File: src/rtl/srx_pkg.sv
package srx_pkg;
  localparam int NCH = 2;

  // one-hot mask of the channel opposite to idx
  function automatic logic [NCH-1:0] peer_mask(input int idx);
    logic [NCH-1:0] m;
    m = '0;
    m[NCH-1-idx] = 1'b1;
    return m;
  endfunction
endpackage

File: src/rtl/srx_window.sv
// Tracks one channel's conduction window (opposite arming flag high)
// and reports a miss when the window closes with no grant to it.
module srx_window (
  input  logic clk,
  input  logic rst,
  input  logic peer_arm,
  input  logic grant,
  input  logic gate_on,
  input  logic has_turn,
  output logic win_fall,
  output logic miss
);
  logic arm_q, open_q, got_q, rise;

  assign rise     = peer_arm & ~arm_q;
  assign win_fall = ~peer_arm & arm_q;
  assign miss     = win_fall & open_q & ~(got_q | grant | gate_on) & has_turn;

  always_ff @(posedge clk) begin
    if (rst) begin
      arm_q  <= 1'b0;
      open_q <= 1'b0;
      got_q  <= 1'b0;
    end else begin
      arm_q <= peer_arm;
      if (rise) begin
        open_q <= 1'b1;
        got_q  <= grant | gate_on;
      end else begin
        got_q <= got_q | grant | gate_on;
        if (win_fall) open_q <= 1'b0;
      end
    end
  end
endmodule

File: src/rtl/srx_gate.sv
// Registered gate enable for one channel.
module srx_gate (
  input  logic clk,
  input  logic rst,
  input  logic grant,
  input  logic goff,
  input  logic peer_arm,
  output logic gate_on,
  output logic drop
);
  assign drop = gate_on & (goff | ~peer_arm);

  always_ff @(posedge clk) begin
    if (rst)        gate_on <= 1'b0;
    else if (drop)  gate_on <= 1'b0;
    else if (grant) gate_on <= 1'b1;
  end


  off_evt_chk: assert property (@(posedge clk) disable iff (rst)
    (gate_on && goff) |=> !gate_on);
endmodule

File: src/rtl/srx_interlock.sv
module srx_interlock #(
  parameter int PREF = 0
) (
  input  logic       clk,
  input  logic       rst,
  input  logic [1:0] req,
  input  logic [1:0] goff,
  input  logic [1:0] arm,
  output logic [1:0] gate
);
  import srx_pkg::*;
  localparam int ALT = NCH - 1 - PREF;

  logic [NCH-1:0] turn_ok, skip, elig, grant, drop, win_fall, miss, has_turn;

  genvar g;
  generate
    for (g = 0; g < NCH; g++) begin : g_ch
      localparam int P = NCH - 1 - g;
      assign elig[g] = req[g] & arm[P] & turn_ok[g] & ~skip[g]
                     & ~(|gate) & ~goff[g];
      assign has_turn[g] = turn_ok[g] & ~skip[g];

      srx_gate u_gate (
        .clk(clk), .rst(rst), .grant(grant[g]), .goff(goff[g]),
        .peer_arm(arm[P]), .gate_on(gate[g]), .drop(drop[g]));

      srx_window u_win (
        .clk(clk), .rst(rst), .peer_arm(arm[P]), .grant(grant[g]),
        .gate_on(gate[g]), .has_turn(has_turn[g]),
        .win_fall(win_fall[g]), .miss(miss[g]));
    end
  endgenerate

  always_comb begin
    grant       = '0;
    grant[PREF] = elig[PREF];
    grant[ALT]  = elig[ALT] & ~elig[PREF];
  end

  // turn token and skip penalty; later statements take precedence
  always_ff @(posedge clk) begin
    if (rst) begin
      turn_ok <= '1;
      skip    <= '0;
    end else begin
      for (int i = 0; i < NCH; i++) begin
        if (win_fall[i] && skip[i]) begin
          skip[i] <= 1'b0;
          turn_ok <= peer_mask(i);
        end
      end
      for (int i = 0; i < NCH; i++) begin
        if (miss[i]) begin
          skip[NCH-1-i] <= 1'b1;
          turn_ok       <= peer_mask(i);
        end
      end
      for (int i = 0; i < NCH; i++) begin
        if (drop[i]) turn_ok <= peer_mask(i);
      end
    end
  end

  // ---------------- assertions ----------------
  logic       last_vld;
  logic       last_ch;
  always_ff @(posedge clk) begin
    if (rst) begin
      last_vld <= 1'b0;
      last_ch  <= 1'b0;
    end else if (gate[0] && !gate[1]) begin
      last_vld <= 1'b1;
      last_ch  <= 1'b0;
    end else if (gate[1] && !gate[0]) begin
      last_vld <= 1'b1;
      last_ch  <= 1'b1;
    end
  end


  no_overlap_chk: assert property (@(posedge clk) disable iff (rst)
    !(gate[0] && gate[1]));


  arm_ch0_chk: assert property (@(posedge clk) disable iff (rst)
    $rose(gate[0]) |-> $past(arm[1]));

  arm_ch1_chk: assert property (@(posedge clk) disable iff (rst)
    $rose(gate[1]) |-> $past(arm[0]));


  retrig_ch0_chk: assert property (@(posedge clk) disable iff (rst)
    $rose(gate[0]) |-> !(last_vld && last_ch == 1'b0));

  retrig_ch1_chk: assert property (@(posedge clk) disable iff (rst)
    $rose(gate[1]) |-> !(last_vld && last_ch == 1'b1));


  skip_ch0_chk: assert property (@(posedge clk) disable iff (rst)
    $rose(gate[0]) |-> !$past(skip[0]));

  skip_ch1_chk: assert property (@(posedge clk) disable iff (rst)
    $rose(gate[1]) |-> !$past(skip[1]));
endmodule

File: config.mk
export PLATFORM = sky130hd
export DESIGN_NAME = srx_interlock
export DESIGN_NICKNAME = d
export VERILOG_FILES = /design/src/rtl/srx_pkg.sv /design/src/rtl/srx_window.sv /design/src/rtl/srx_gate.sv /design/src/rtl/srx_interlock.sv
export SDC_FILE = /design/constraint.sdc
export NUM_CORES = 1
export LEC_CHECK = 0
export ABC_CLOCK_PERIOD_IN_PS = 3000
export BUFFER_PORTS_ARGS = -buffer_cell sky130_fd_sc_hd__buf_2
export CORE_AREA = 5 5 42 44
export CTS_BUF_LIST = sky130_fd_sc_hd__clkbuf_4
export DETAILED_ROUTE_END_ITERATION = 7
export DIE_AREA = 0 0 47 49
export MAX_ROUTING_LAYER = met4
export PLACE_DENSITY = 0.68
export RECOVER_POWER = 50
export SKIP_LAST_GASP = 1
export SYNTH_ARGS = -nofsm -noshare
export SYNTH_HDL_FRONTEND = slang
export SYNTH_SLANG_ARGS = --single-unit
export TNS_END_PERCENT = 10
File: constraint.sdc
create_clock -name clk -period 3 [get_ports clk]
set_input_delay 0.3 -clock clk [delete_from_list [all_inputs] [get_ports clk]]
set_output_delay 0.3 -clock clk [all_outputs]
set_load 0.02 [all_outputs]
==> metrics <==
status finished, final reports clean; first-pass iteration count of the detailed router 4; min Tclk post-route 1.53 ns; Synth Area per Inst 9.22 µm²; Setup Viol. Count Final 0; Final Hold Fails 0; Pwr Total 320 µW; via count 504; DRT antenna net count 0; Die Area 0.00230 mm²; maximum clock path buffer count 2; synth warn 0; Synth area leader dfxtp_1; R2R Path End turn_ok[0]$_SDFFE_PP1P_; required time worst endpoint 3.17 ns; PD cells 462 mW/mm²; worst r2r src skip[0]$_SDFFE_PP0P_; H-tree levels 1; Port-buffer cells 9; hold crit path type in -> reg; cell count of the worst hold path 3; Sw Pwr 82.8 µW; MaxCap Viol Count 0; sequential fraction of the synthesis area 0.383; asr flop ratio synth 0; Clock Skews 0.00182 ns; Num Clock Sinks 12; initial antenna violation count 0; Die W 47 µm; Post-Syn Area 627 µm²; Post-Synth Simple-Gate Area 0.253; Routed wire per std cell 13.3 µm; critical path class reg -> reg; # fillers 142; area of the multi-input gates 338 µm²; Worst slew margin 0.649; ys flop type dfxtp_1; DR vias/cell 5.42; register share of total power 0.548; die height 49 µm; dpl hpwl 959 µm; fmax 0.655 GHz; final worst path period share 0.509; FF+latch count, synth 12; EDFF count, synth 0; worst r2r path cells 4; XOR/XNOR share of the synthesized area 0; number of library cell types mapped by synthesis 27; Min-Delay Endpoint g_ch[1].u_win.arm_q$_SDFF_PP0_; mux cell area share after synthesis 0.0319; dominant cells by area after synthesis dfxtp_1 (38%), ha_1 (8.0%), a21oi_1 (4.8%), inv_1 (4.8%), a2111oi_4 (4.4%); Layout area overhead 10.6%; share of cells above drive strength 1 0.195; GRT Overall Usage 0.135; # rows 14; clock latency reported for the late side of the worst-skew pair 0.27 ns; cell-internal power 237 µW; # IOs 10; post-synthesis compound-gate area fraction 0.174; RSZ-0062 raised after global routing false; CP Capture Type register; 1st-iter DRT viols 11; hold_buf cts 0; cts bufs inserted 3; Post-CTS Setup Inserts 0; commonest cells in the netlist dfxtp_1 (12), inv_1 (8), nor2_1 (7); clock network power share 0.306; nets 91; Final TNS setup 0 ns; peak supply drop 0.000203 V; Ant. Diodes 0; DRT Wirelength 1.24 mm; Syn Nets 80; Slew @ Worst Pin 0.527 ns; share of Yosys cell area claimed by the top area cell type 0.383; first-pass GRT wire length 2.15 mm; DRC 0; Leakage Power 0.289 nW; Logic pwr share 0.145; Worst-path clk slew 0.07 ns; grt total ovfl 0; adder-cell share of the synthesized area 0.0798; CTS tree built; largest family of logic cells by synthesized area simple AND/OR/NAND/NOR gates; Slew Viols, Final 0; critical path arrival 1.69 ns; top-count cell post-synth dfxtp_1; crit start category register; reg2reg setup slack 1.47 ns; post_cts resized 0; CTS Root Cell clkbuf_4; Final Wtd Congestion 0.717; Sw Share 0.259; maximum fanout along the worst path 4; starting density of the core 0.447; synthesized instance count 68; worst min-delay path startpoint arm[0]; largest net degree at the start of global routing 13; vias in the first global route 506; Core ar. 0.00140 mm²; FF/Latch Area 240 µm²
## through the flow
| step | utilization | area [µm²] | hold WS, ns | setup WS (ns) | cells |
|---|---|---|---|---|---|
| 3_3_place_gp | 0.480 | 673 | 0.459 | 1.34 | 90 |
| 5_1_grt | 0.495 | 693 | 0.306 | 1.37 | 93 |
| 2_1_floorplan | - | 627 | 0.372 | 1.59 | 68 |
| 4_1_cts | 0.496 | 696 | 0.298 | 1.48 | 93 |
| 3_5_place_dp | 0.480 | 673 | 0.462 | 1.30 | 90 |
| 6_report | 0.495 | 693 | 0.293 | 1.47 | 93 |
## layout make-up
class / instances / area share
multi-input combinational: 45 / 0.487
timing repair buffer: 9 / 0.0614
sequential: 12 / 0.347
inverter: 8 / 0.0433
tap: 16 / 0.0289
clock buffer: 3 / 0.0325
## how the worst max path moves through the flow
stage                     cells past startpoint                      end                      startpoint  slack [ns]
after floorplan                               4  turn_ok[0]$_SDFFE_PP1P_                         goff[0]        1.59
after CTS                                     4  turn_ok[0]$_SDFFE_PP1P_            skip[0]$_SDFFE_PP0P_        1.48
after global routing                          5  turn_ok[0]$_SDFFE_PP1P_  g_ch[0].u_win.arm_q$_SDFF_PP0_        1.37
after detailed placement                      7  turn_ok[0]$_SDFFE_PP1P_                          arm[1]        1.30
final                                         4  turn_ok[0]$_SDFFE_PP1P_            skip[0]$_SDFFE_PP0P_        1.47
after global placement                        7  turn_ok[0]$_SDFFE_PP1P_                          arm[1]        1.34
## flip-flops by register name, indices dropped and copies added, names as in the netlist
| signal | count |
|---|---|
| g_ch.u_gate.gate_on | 2 |
| g_ch.u_win.arm_q | 2 |
| turn_ok | 2 |
| g_ch.u_win.got_q | 2 |
| skip | 2 |
| g_ch.u_win.open_q | 2 |
## logic make-up (layout without fill, tap and decap cells)
group           Yosys count  in the layout
simple gates             25             25
compound gates           14             14
flops                    12             12
buf+inv                  11             20
fa+ha+maj                 4              4
mux                       2              2
## critical path, stage by stage, from the launching register on
cell       delay [ns]
dfxtp_1          0.38
and2b_4          0.22
a2111oi_4        0.37
o22ai_1          0.15
a211o_1          0.29
## layer usage
metal | up-vias | GRT usage | share of wire
met1 | 236 | 0.155 | 0.44
li1 | 253 | - | -
met3 | 4 | 0.0332 | 0.053
met2 | 11 | 0.197 | 0.48
met5 | - | - | 0
met4 | 0 | 0.0968 | 0.029
## power groups by stage
stage / clock network (mW) / registers [mW] / logic [mW]
3_5_place_dp: 0 / 0.179 / 0.0470
5_1_grt: 0.109 / 0.177 / 0.0521
3_3_place_gp: 0 / 0.179 / 0.0458
2_1_floorplan: 0 / 0.177 / 0.0361
4_1_cts: 0.0982 / 0.175 / 0.0475
6_report: 0.0981 / 0.175 / 0.0466
## cells in the final DEF, fill, tap and decap left out, drive strengths merged
| cell type | synthesis | layout |
|---|---|---|
| and4bb | 1 | 1 |
| and2 | 1 | 1 |
| a21o | 1 | 1 |
| nor3 | 2 | 2 |
| nand2b | 4 | 4 |
| nor4bb | 1 | 1 |
| a21oi | 6 | 6 |
| a31oi | 1 | 1 |
| nor2b | 1 | 1 |
| nor3b | 1 | 1 |
| nand2 | 3 | 3 |
| o22ai | 2 | 2 |
| and3b | 1 | 1 |
| mux2i | 2 | 2 |
| buf | 2 | 7 |
| a22oi | 1 | 1 |
| inv | 8 | 8 |
| dfxtp | 12 | 12 |
| nand4bb | 1 | 1 |
| nand3 | 1 | 1 |
| a211o | 1 | 1 |
| ha | 4 | 4 |
| a2111oi | 1 | 1 |
| and2b | 1 | 1 |
| clkbuf | 1 | 5 |
| nor2 | 7 | 7 |
| o32ai | 1 | 1 |
(Power assumes the default switching activity.)
